===== config.mk =====
export PLATFORM = sky130hd
export DESIGN_NAME = rx_sig_detect_qual
export DESIGN_NICKNAME = d
export VERILOG_FILES = /design/src/rtl/rx_sig_detect_qual_pkg.sv /design/src/rtl/sdq_level_cmp.sv /design/src/rtl/sdq_run_counter.sv /design/src/rtl/sdq_state_reg.sv /design/src/rtl/rx_sig_detect_qual.sv
export SDC_FILE = /design/constraint.sdc
export NUM_CORES = 1
export LEC_CHECK = 0
export ABC_AREA = 0
export BUFFER_PORTS_ARGS = -buffer_cell sky130_fd_sc_hd__buf_2
export CAP_MARGIN = 20
export CORE_MARGIN = 8
export CORE_UTILIZATION = 45
export CTS_CLUSTER_DIAMETER = 150
export DETAILED_ROUTE_END_ITERATION = 16
export HOLD_SLACK_MARGIN = 0.05
export PLACE_DENSITY_LB_ADDON = 0.3
export SYNTH_ARGS = -nofsm -noshare
export SYNTH_HDL_FRONTEND = slang
export SYNTH_HIERARCHICAL = 1
export SYNTH_SLANG_ARGS = --single-unit

===== constraint.sdc =====
create_clock -name clk -period 3.05 [get_ports clk]
set_clock_uncertainty 0.2 [all_clocks]
set_input_delay 0.4575 -clock clk [delete_from_list [all_inputs] [get_ports clk]]
set_output_delay 0.4575 -clock clk [all_outputs]
set_load 0.03 [all_outputs]

===== src/rtl/rx_sig_detect_qual_pkg.sv =====
package rx_sig_detect_qual_pkg;
  localparam int unsigned SDQ_CODE_W = 16;

  typedef enum logic {
    SDQ_LOST    = 1'b0,
    SDQ_PRESENT = 1'b1
  } sdq_state_e;

  typedef struct packed {
    logic at_or_above_assert;
    logic at_or_below_deassert;
  } sdq_cmp_t;
endpackage


===== src/rtl/sdq_level_cmp.sv =====
module sdq_level_cmp
  import rx_sig_detect_qual_pkg::*;
#(
  parameter int unsigned CODE_W = SDQ_CODE_W
) (
  input  logic [CODE_W-1:0] code,
  input  logic [CODE_W-1:0] hi_thr,
  input  logic [CODE_W-1:0] lo_thr,
  input  sdq_state_e        cur_state,
  output sdq_cmp_t          cmp,
  output logic              qualifies
);
  always_comb begin
    cmp.at_or_above_assert   = (code >= hi_thr);
    cmp.at_or_below_deassert = (code <= lo_thr);
    // Only the comparison that would move the state out of its current value matters.
    qualifies = (cur_state == SDQ_LOST) ? cmp.at_or_above_assert
                                        : cmp.at_or_below_deassert;
  end
endmodule


===== src/rtl/sdq_run_counter.sv =====
module sdq_run_counter #(
  parameter int unsigned QUAL_N = 4
) (
  input  logic clk,
  input  logic rst_n,
  input  logic accept,
  input  logic hit,
  output logic run_done
);
  localparam int unsigned CNT_W = (QUAL_N > 2) ? $clog2(QUAL_N) : 1;
  localparam logic [CNT_W-1:0] LAST = CNT_W'(QUAL_N - 1);

  logic [CNT_W-1:0] run_q;

  assign run_done = accept && hit && (run_q == LAST);

  always_ff @(posedge clk) begin
    if (!rst_n) begin
      run_q <= '0;
    end else if (accept) begin
      if (!hit || run_done) run_q <= '0;
      else                  run_q <= run_q + 1'b1;
    end
  end
endmodule


===== src/rtl/sdq_state_reg.sv =====
module sdq_state_reg
  import rx_sig_detect_qual_pkg::*;
(
  input  logic       clk,
  input  logic       rst_n,
  input  logic       flip,
  output sdq_state_e state,
  output logic       det_out,
  output logic       loss_out
);
  sdq_state_e state_q;
  logic       loss_q;

  assign state    = state_q;
  assign det_out  = (state_q == SDQ_PRESENT);
  assign loss_out = loss_q;

  always_ff @(posedge clk) begin
    if (!rst_n) begin
      state_q <= SDQ_LOST;
      loss_q  <= 1'b1;
    end else if (flip) begin
      state_q <= (state_q == SDQ_LOST) ? SDQ_PRESENT : SDQ_LOST;
      loss_q  <= ~loss_q;
    end
  end
endmodule


===== src/rtl/rx_sig_detect_qual.sv =====
module rx_sig_detect_qual
  import rx_sig_detect_qual_pkg::*;
#(
  parameter int unsigned CODE_W = SDQ_CODE_W,
  parameter int unsigned QUAL_N = 4
) (
  input  logic              clk,
  input  logic              rst_n,
  input  logic              sample_valid,
  output logic              sample_ready,
  input  logic [CODE_W-1:0] sample_code,
  input  logic [CODE_W-1:0] assert_thr,
  input  logic [CODE_W-1:0] deassert_thr,
  output logic              sig_det,
  output logic              los_flag
);
  logic       ready_q;
  logic       accept;
  logic       hit;
  logic       flip;
  sdq_cmp_t   cmp;
  sdq_state_e state;

  always_ff @(posedge clk) begin
    if (!rst_n) ready_q <= 1'b0;
    else        ready_q <= 1'b1;
  end

  assign sample_ready = ready_q;
  assign accept       = sample_valid && ready_q;

  sdq_level_cmp #(.CODE_W(CODE_W)) u_cmp (
    .code      (sample_code),
    .hi_thr    (assert_thr),
    .lo_thr    (deassert_thr),
    .cur_state (state),
    .cmp       (cmp),
    .qualifies (hit)
  );

  generate
    if (QUAL_N <= 1) begin : g_direct
      assign flip = accept && hit;
    end else begin : g_counted
      sdq_run_counter #(.QUAL_N(QUAL_N)) u_run (
        .clk      (clk),
        .rst_n    (rst_n),
        .accept   (accept),
        .hit      (hit),
        .run_done (flip)
      );
    end
  endgenerate

  sdq_state_reg u_state (
    .clk      (clk),
    .rst_n    (rst_n),
    .flip     (flip),
    .state    (state),
    .det_out  (sig_det),
    .loss_out (los_flag)
  );
endmodule


# Yosys cells after proc, flatten, opt, wreduce, memory -nomap -nowiden
# Index checks and enable logic that the tools add are counted.
[word_totals]
reg_bits = 5
out_inout_bits = 3
[classes]
n_mux = 4
eq_ne = 1
bitwise_logic = 1
add_sub_neg = 1
order_cmp = 2
reduce_logical = 5
[op_table]
columns = ["op", "n"]
rows = [
  ["$ge 16x16->1", 1],
  ["$le 16x16->1", 1],
  ["$logic_and 1x1->1", 3],
  ["$mux 1", 3],
  ["$add 2x1->2 const B", 1],
  ["$eq 2x2->1 const B", 1],
  ["$mux 2", 1],
  ["$logic_not 1->1", 1],
  ["$logic_or 1x1->1", 1],
  ["$not 1->1", 1],
]

# Longest topological paths before layout
# Gate-level depths: netlist of run 1.
[depth]
ltp_word = 6
mapped_depth = 10

# Modules after synthesis
# The synthesis of run 1 kept the hierarchy.
[modules_own_cells]
columns = ["module", "area_per_inst_um2", "cells_per_inst", "instances", "seq_area_each_um2"]
rows = [
  ["sdq_level_cmp", 827.0, 113, 1, 0.0],
  ["sdq_run_counter", 110.1, 10, 1, 40.0],
  ["sdq_state_reg", 75.1, 7, 1, 40.0],
  ["rx_sig_detect_qual", 26.3, 2, 1, 20.0],
]

# Least setup slack after synthesis of run 1
# Ideal clock, no wire load.
[synth_path]
kind = "input port to flip-flop"
from = "input port deassert_thr[13]"
to = "register u_state.state_q (netlist: u_state/det_out)"
path_stages = 10
arrival_ns = 2.320
n_path_buf = 0
path_slack_ns = 0.415
cell_sequence = "inv_1 > ha_1 > nand4_2 > nor4_2 > a21bo_1 > a31o_1 > mux2_4 > and3_2 > xor2_1 > and2_1"
[synth_rtl]
columns = ["element", "line_no", "rtl"]
rows = [
  ["start, declared", "rx_sig_detect_qual.sv:13", "input logic [CODE_W-1:0] deassert_thr,"],
  ["end signal, assigned", "sdq_state_reg.sv:23", "state_q <= (state_q == SDQ_LOST) ? SDQ_PRESENT : SDQ_LOST;"],
  ["end, declared", "sdq_state_reg.sv:11", "sdq_state_e state_q;"],
]

==> flow_summary.toml, run 1 <==
[clock_tree]
cts_buffer_depth = 2
clk_pin_slew_ns = 0.05
postCtsSetupBuffers = 0
htreeDepth = 1
clk_latency_ns = 0.25
cts.hold.buffers_added = 0
cts_buffers = 3
cts_tree = "built"
cts.sinks = 5
root_buffer = "clkbuf_4"
post_cts_resized = 0

[layout]
post-route-util_pct = 62.0
area_growth_pct = 30.7
layout-drive-gt1-share_pct = 33.0
nFillCells = 202
multi_input_area_um2 = 815
regArea_um2 = 100
diodes = 0
nNetsFinal = 273

[logic_synthesis]
synth_flop_cell = "dfxtp_1"
synth_area_leader_cell = "ha_1"
yosys_warnings = 6
yosys.area_share.xor_xnor_pct = 1.69
synthMuxAreaShare_pct = 1.45
synth_edf_count = 0
yosys.area_share.simple_pct = 21.1
synth_common_cells = "ha_1, inv_1, a21oi_1"
yosysMostFrequentCell = "ha_1"
syn_area_per_cell_um2 = 7.87
ys_types = 34
synth_area_leaders = "ha_1, inv_1, dfxtp_1"
synth_area_um2 = 1040
synth_top_family_by_area = "adder cells"
synth_fa_ha_area_share_pct = 39.8
synth_compound_area_share_pct = 14.5
yosys.area.top_type_share_pct = 39.8
ys_seq_elements = 5
syn_inst = 132
syn_nets = 216
ys_seq_area_share_pct = 9.64
async_reset_ff_share_pct = 0

[routing]
drt_iter0_markers = 31
drt-vias-per-instance = 4.88
drc = 0
via_count = 1053
drtPass1Iterations = 4
wl_um = 2600
wl_per_cell_um = 12.0
ant_nets = 0

[sta]
finalCriticalPeriod_ns = 2.58
finalSetupViolCount = 0
whs_ns = 0.173
layout_setup_ws_ns = 0.472
timing.fmax_mhz = 388
worst_pin_slew_ns = 0.339
hold_viol_final = 0
slew_violations = 0
period_share_pct = 84.5
finalSetupTns_ns = 0
relSlewSlack_pct = 76.8
grt_setup_unrepaired = "false"

[setup_path]
required_ns = 2.99
cp-end-kind = "flop"
cp_slowest_cell = "nor4_2"
path_class = "primary input to flop"
startpoint_type = "primary input"
rr_worst_depth = 4
arrival_ns = 2.52
cp_max_fo = 3
path_cells = "buf_2 -> ha_1 -> nand4_2 -> nor4_2 -> a21bo_1 -> a31o_1 -> mux2_4 -> and3_2 -> xor2_1 -> and2_1"
critPathMaxStageDelay_ns = 0.33

[place]
place_hpwl_um = 2410
port_buffers = 53
routabilityCongestion = 0.796
preCtsSetupSlack_ns = 0.215

[flow_run]
drv_cap = 0

[min_path]
min_path_type = "primary input to flop"
min_path_cells = 1

[global_routing]
grt_start_max_net_pins = 6
groute.usage.overall_pct = 12.9
antenna_found_initial = 0
overflow = 0
grt_first_pass_wirelength_um = 4560
grt_pass1_vias = 1113

[pwr]
power_mw = 0.283
vdd_ir_drop_max_v = 0.000280
p_leak_nw = 0.827
power_density_nw_per_um2 = 208

[floorplanning]
num_rows = 17
fp.dieH_um = 64.0
die_x_um = 64.0
die_area_um2 = 4100
coreArea_um2 = 2190
io_pins = 54
start_util_pct = 47.4

[status]
status = "completed"
==> cells by family (layout without fill, tap and decap cells) <==
family	count (synthesis)	count (layout)
buffers and inverters	32	88
adders and majority gates	33	33
DFF	5	5
xor gates and xnor gates	2	2
muxes	1	1
and+or+nand+nor	35	35
AOI/OAI and AO/OA	24	24
==> registers in the layout (all words and copies together) (netlist names) <==
register and flops:
u_state/det_out 1, g_counted.u_run/run_q 2, u_state/loss_out 1, sample_ready 1
==> worst max-delay path, delay by kind of cell <==
| family | cells | cell delay, ns |
|---|---|---|
| buf+inv | 1 | 0.11 |
| mux | 1 | 0.26 |
| simple gates | 4 | 0.84 |
| compound gates | 2 | 0.39 |
| xor+xnor | 1 | 0.15 |
| fa+ha+maj | 1 | 0.30 |
==> report_power, final <==
| group | total, mW | internal, mW | switching [mW] |
|---|---|---|---|
| combinational | 0.137 | 0.0705 | 0.0667 |
| sequential | 0.0679 | 0.0672 | 0.000741 |
| clock | 0.0778 | 0.0495 | 0.0283 |
==> worst paths after layout <==
kind	to	slack, ns	startpoint
max	u_state/det_out	0.47	sample_code[13]
min	sample_ready	0.17	rst_n
max reg2reg	u_state/det_out	1.52	u_state/det_out
min reg2reg	u_state/loss_out	0.29	u_state/loss_out
==> metal layers <==
metal  wire length (µm)  track usage, %  vias to the layer above  share of wire (%)
met4                  0            1.67                        0                  0
met1               1140            13.9                      453                 44
li1                   -               -                      565                  -
met5                  0               0                        -                  0
met3                198            5.05                        0                7.6
met2               1260            23.8                       35                 49
==> stage by stage <==
| stage | area [µm²] | std cells |
|---|---|---|
| after floorplan | 1040 | 132 |
| after detailed placement | 1330 | 212 |
| final | 1360 | 216 |
| after CTS | 1360 | 216 |
| after global placement | 1330 | 212 |
| after global routing | 1360 | 216 |
==> cell usage in the layout, fill, tap and decap left out, types with 2 or more instances in the layout <==
cell type / n
inv_1: 31
ha_1: 33
dfxtp_1: 5
nor3_1: 2
a21oi_1: 11
nand2_1: 10
o21ai_0: 4
nand4_2: 2
nand2b_1: 2
nand4b_1: 2
nand3_1: 2
clkbuf_4: 3
nor2_1: 3
o21a_1: 2
buf_2: 53
and2_1: 3
==> final cells by class <==
type / count / area share [%]
inverters: 31 / 8.57
repair buffers: 53 / 19.5
flip-flops and latches: 5 / 7.37
multi-input cells: 95 / 60.0
well taps: 28 / 2.58
clock buffers: 4 / 1.94
No activity file was read; power rests on OpenSTA's default activity.
==> run 2, diff against run 1 <==
--- a/config.mk
+++ b/config.mk
@@ -5,11 +5,11 @@
 export SDC_FILE = /design/constraint.sdc
 export NUM_CORES = 1
 export LEC_CHECK = 0
-export ABC_AREA = 0
+export ABC_AREA = 1
 export BUFFER_PORTS_ARGS = -buffer_cell sky130_fd_sc_hd__buf_2
 export CAP_MARGIN = 20
 export CORE_MARGIN = 8
-export CORE_UTILIZATION = 45
+export CORE_UTILIZATION = 42
 export CTS_CLUSTER_DIAMETER = 150
 export DETAILED_ROUTE_END_ITERATION = 16
 export HOLD_SLACK_MARGIN = 0.05
==> constraint.sdc (replaced) <==
create_clock -name clk -period 2.2 [get_ports clk]
set_clock_uncertainty 0.2 [all_clocks]
set_input_delay 0.33 -clock clk [delete_from_list [all_inputs] [get_ports clk]]
set_output_delay 0.33 -clock clk [all_outputs]
set_load 0.03 [all_outputs]
==> run 2 against run 1 <==
  * Register-to-register slack got worse by 0.65 ns
  * Clock power rose by 38%
  * Critical path type unchanged
  * Critical path depth rose by 4
  * Wire length fell by 3.9%
==> flow_summary.toml, run 2 <==
[layout]
layout-drive-gt1-share_pct = 27.6
largest_reg_flops = 2
mostFrequentLayoutCells = "buf_2, inv_1, nand2_1"
mostFrequentLayoutCell = "buf_2"
area_growth_pct = 30.5
multi_input_area_um2 = 802
regArea_um2 = 100
nNetsFinal = 313
regMostFlops = "g_counted.u_run/run_q"
diodes = 0
nFillCells = 260

[clock_tree]
post_cts_resized = 0
root_buffer = "clkbuf_4"
cts_buffers = 3
cts_buffer_depth = 2
cts.sinks = 5
clk_latency_ns = 0.24
htreeDepth = 1
cts_tree = "built"
clk_pin_slew_ns = 0.04

[logic_synthesis]
async_reset_ff_share_pct = 0
synth_area_leader_cell = "ha_1"
syn_nets = 255
synth_area_um2 = 1090
synth_compound_area_share_pct = 10.1
yosys.area.top_type_share_pct = 38.0
synth_top_family_by_area = "adder cells"
synth_common_cells = "inv_1, nand2_1, ha_1"
yosys_warnings = 6
ys_types = 17
syn_area_per_cell_um2 = 6.35
yosys.area_share.simple_pct = 25.7
ys_seq_area_share_pct = 9.22
ys_seq_elements = 5
synth_fa_ha_area_share_pct = 38.0
syn_inst = 171
yosysMostFrequentCell = "inv_1"
yosys.area_share.xor_xnor_pct = 0
synth_flop_cell = "dfxtp_1"
synth_edf_count = 0
synth_area_leaders = "ha_1, inv_1, nand2_1"
synthMuxAreaShare_pct = 0

[setup_path]
path_cells = "buf_2 -> ha_1 -> a21oi_1 -> nand2_1 -> a21oi_1 -> nand2_1 -> nand2_2 -> nand2_1 -> nand2_1 -> nand2_2 -> nor2_1 -> nand2_1 -> nand2_1 -> nor2_1"
required_ns = 2.13
path_class = "primary input to flop"
critPathMaxStageDelay_ns = 0.32
arrival_ns = 1.83
cp_common_cell = "nand2_1"
cp-end-kind = "flop"
startpoint_type = "primary input"
cp_max_fo = 4
cp_slowest_cell = "ha_1"

[floorplanning]
io_pins = 54
start_util_pct = 44.2
fp.dieH_um = 66.9
num_rows = 18
coreArea_um2 = 2450
die_area_um2 = 4470
die_x_um = 66.9

[sta]
layout_setup_ws_ns = 0.308
finalCriticalPeriod_ns = 1.89
finalSetupTns_ns = 0
timing.fmax_mhz = 529
relSlewSlack_pct = 84.9
finalSetupViolCount = 0
whs_ns = 0.268
period_share_pct = 86.0
slew_violations = 0
worst_pin_slew_ns = 0.225
hold_viol_final = 0
grt_setup_unrepaired = "false"

[global_routing]
groute.usage.overall_pct = 11.4
grt_first_pass_wirelength_um = 4200
overflow = 0
grt_pass1_vias = 1090
antenna_found_initial = 0
grt_start_max_net_pins = 6

[routing]
via_count = 1145
drtPass1Iterations = 4
wl_um = 2500
drc = 0
drt_iter0_markers = 28
ant_nets = 0
drt-vias-per-instance = 4.44
wl_per_cell_um = 9.68

[place]
port_buffers = 53
place_hpwl_um = 2290
routabilityCongestion = 0.808
preCtsSetupSlack_ns = 0.0588

[status]
status = "completed"

[min_path]
min_path_type = "flop to flop"

[pwr]
power_density_nw_per_um2 = 283
vdd_ir_drop_max_v = 0.000308
p_leak_nw = 0.944

[flow_run]
drv_cap = 0
==> run 2: cell types whose count changed in the layout (fill, tap and decap cells not counted), sizes merged, moves of 2 or more <==
cell	change
nand4b	-2
a21oi	+3
nand2	+34
nand2b	-3
and2	-3
inv	+16
o21ai	-2
nor2	+9
nand3	+2
==> run 2: power by group <==
group          internal, mW  leakage [nW]  total [mW]  switching, mW
Combinational        0.0975         0.888       0.200          0.102
Sequential           0.0933        0.0408      0.0949        0.00154
Clock                0.0686        0.0150       0.107         0.0379
==> run 2: metal layers <==
layer / vias to the layer above / global-route usage, % / wire length (µm)
met5: - / 0 / 0
met3: 0 / 2.52 / 201
met4: 0 / 3.92 / 0
met1: 474 / 13.2 / 1100
li1: 645 / - / -
met2: 26 / 20.1 / 1190
==> run 2: area by class of cell <==
cell class,instances,share of cell area [%]
multi-input cells,118,56.6
clock buffers,4,1.85
well taps,30,2.65
inverters,47,12.4
repair buffers,54,19.4
flip-flops and latches,5,7.06
==> run 2: worst max-delay path, delay by kind of cell <==
kind	cells	cell delay, ns
and+or+nand+nor	10	0.80
adders and majority gates	1	0.32
buffers and inverters	1	0.11
AOI/OAI and AO/OA	2	0.28
==> run 2: through the flow <==
| step | total power [mW] | area [µm²] | utilization (%) | std cells |
|---|---|---|---|---|
| 2_1_floorplan | 0.221 | 1090 | - | 171 |
| 3_3_place_gp | 0.293 | 1380 | 56.3 | 253 |
| 3_5_place_dp | 0.297 | 1380 | 56.3 | 253 |
| 4_1_cts | 0.409 | 1420 | 57.7 | 258 |
| 5_1_grt | 0.450 | 1420 | 57.7 | 258 |
| 6_report | 0.401 | 1420 | 57.7 | 258 |
==> run 2: what timing repair did <==
action / in CTS / in global routing
hold buffers: 1 / 0
setup buffers: 0 / 0
hold endpoints to repair: 1 / 0
==> run 2: logic make-up after synthesis <==
kind of cell	Yosys count
simple gates	65
fa+ha+maj	33
compound gates	20
flops	5
buf+inv	48
==> run 2: worst paths after layout <==
check,startpoint,endpoint,slack [ns],depth (start not counted)
max reg2reg,g_counted.u_run/run_q[0],u_state/det_out,0.87,6
min,g_counted.u_run/run_q[1],g_counted.u_run/run_q[1],0.27,2
min reg2reg,g_counted.u_run/run_q[1],g_counted.u_run/run_q[1],0.27,2
max,sample_code[11],u_state/det_out,0.31,14
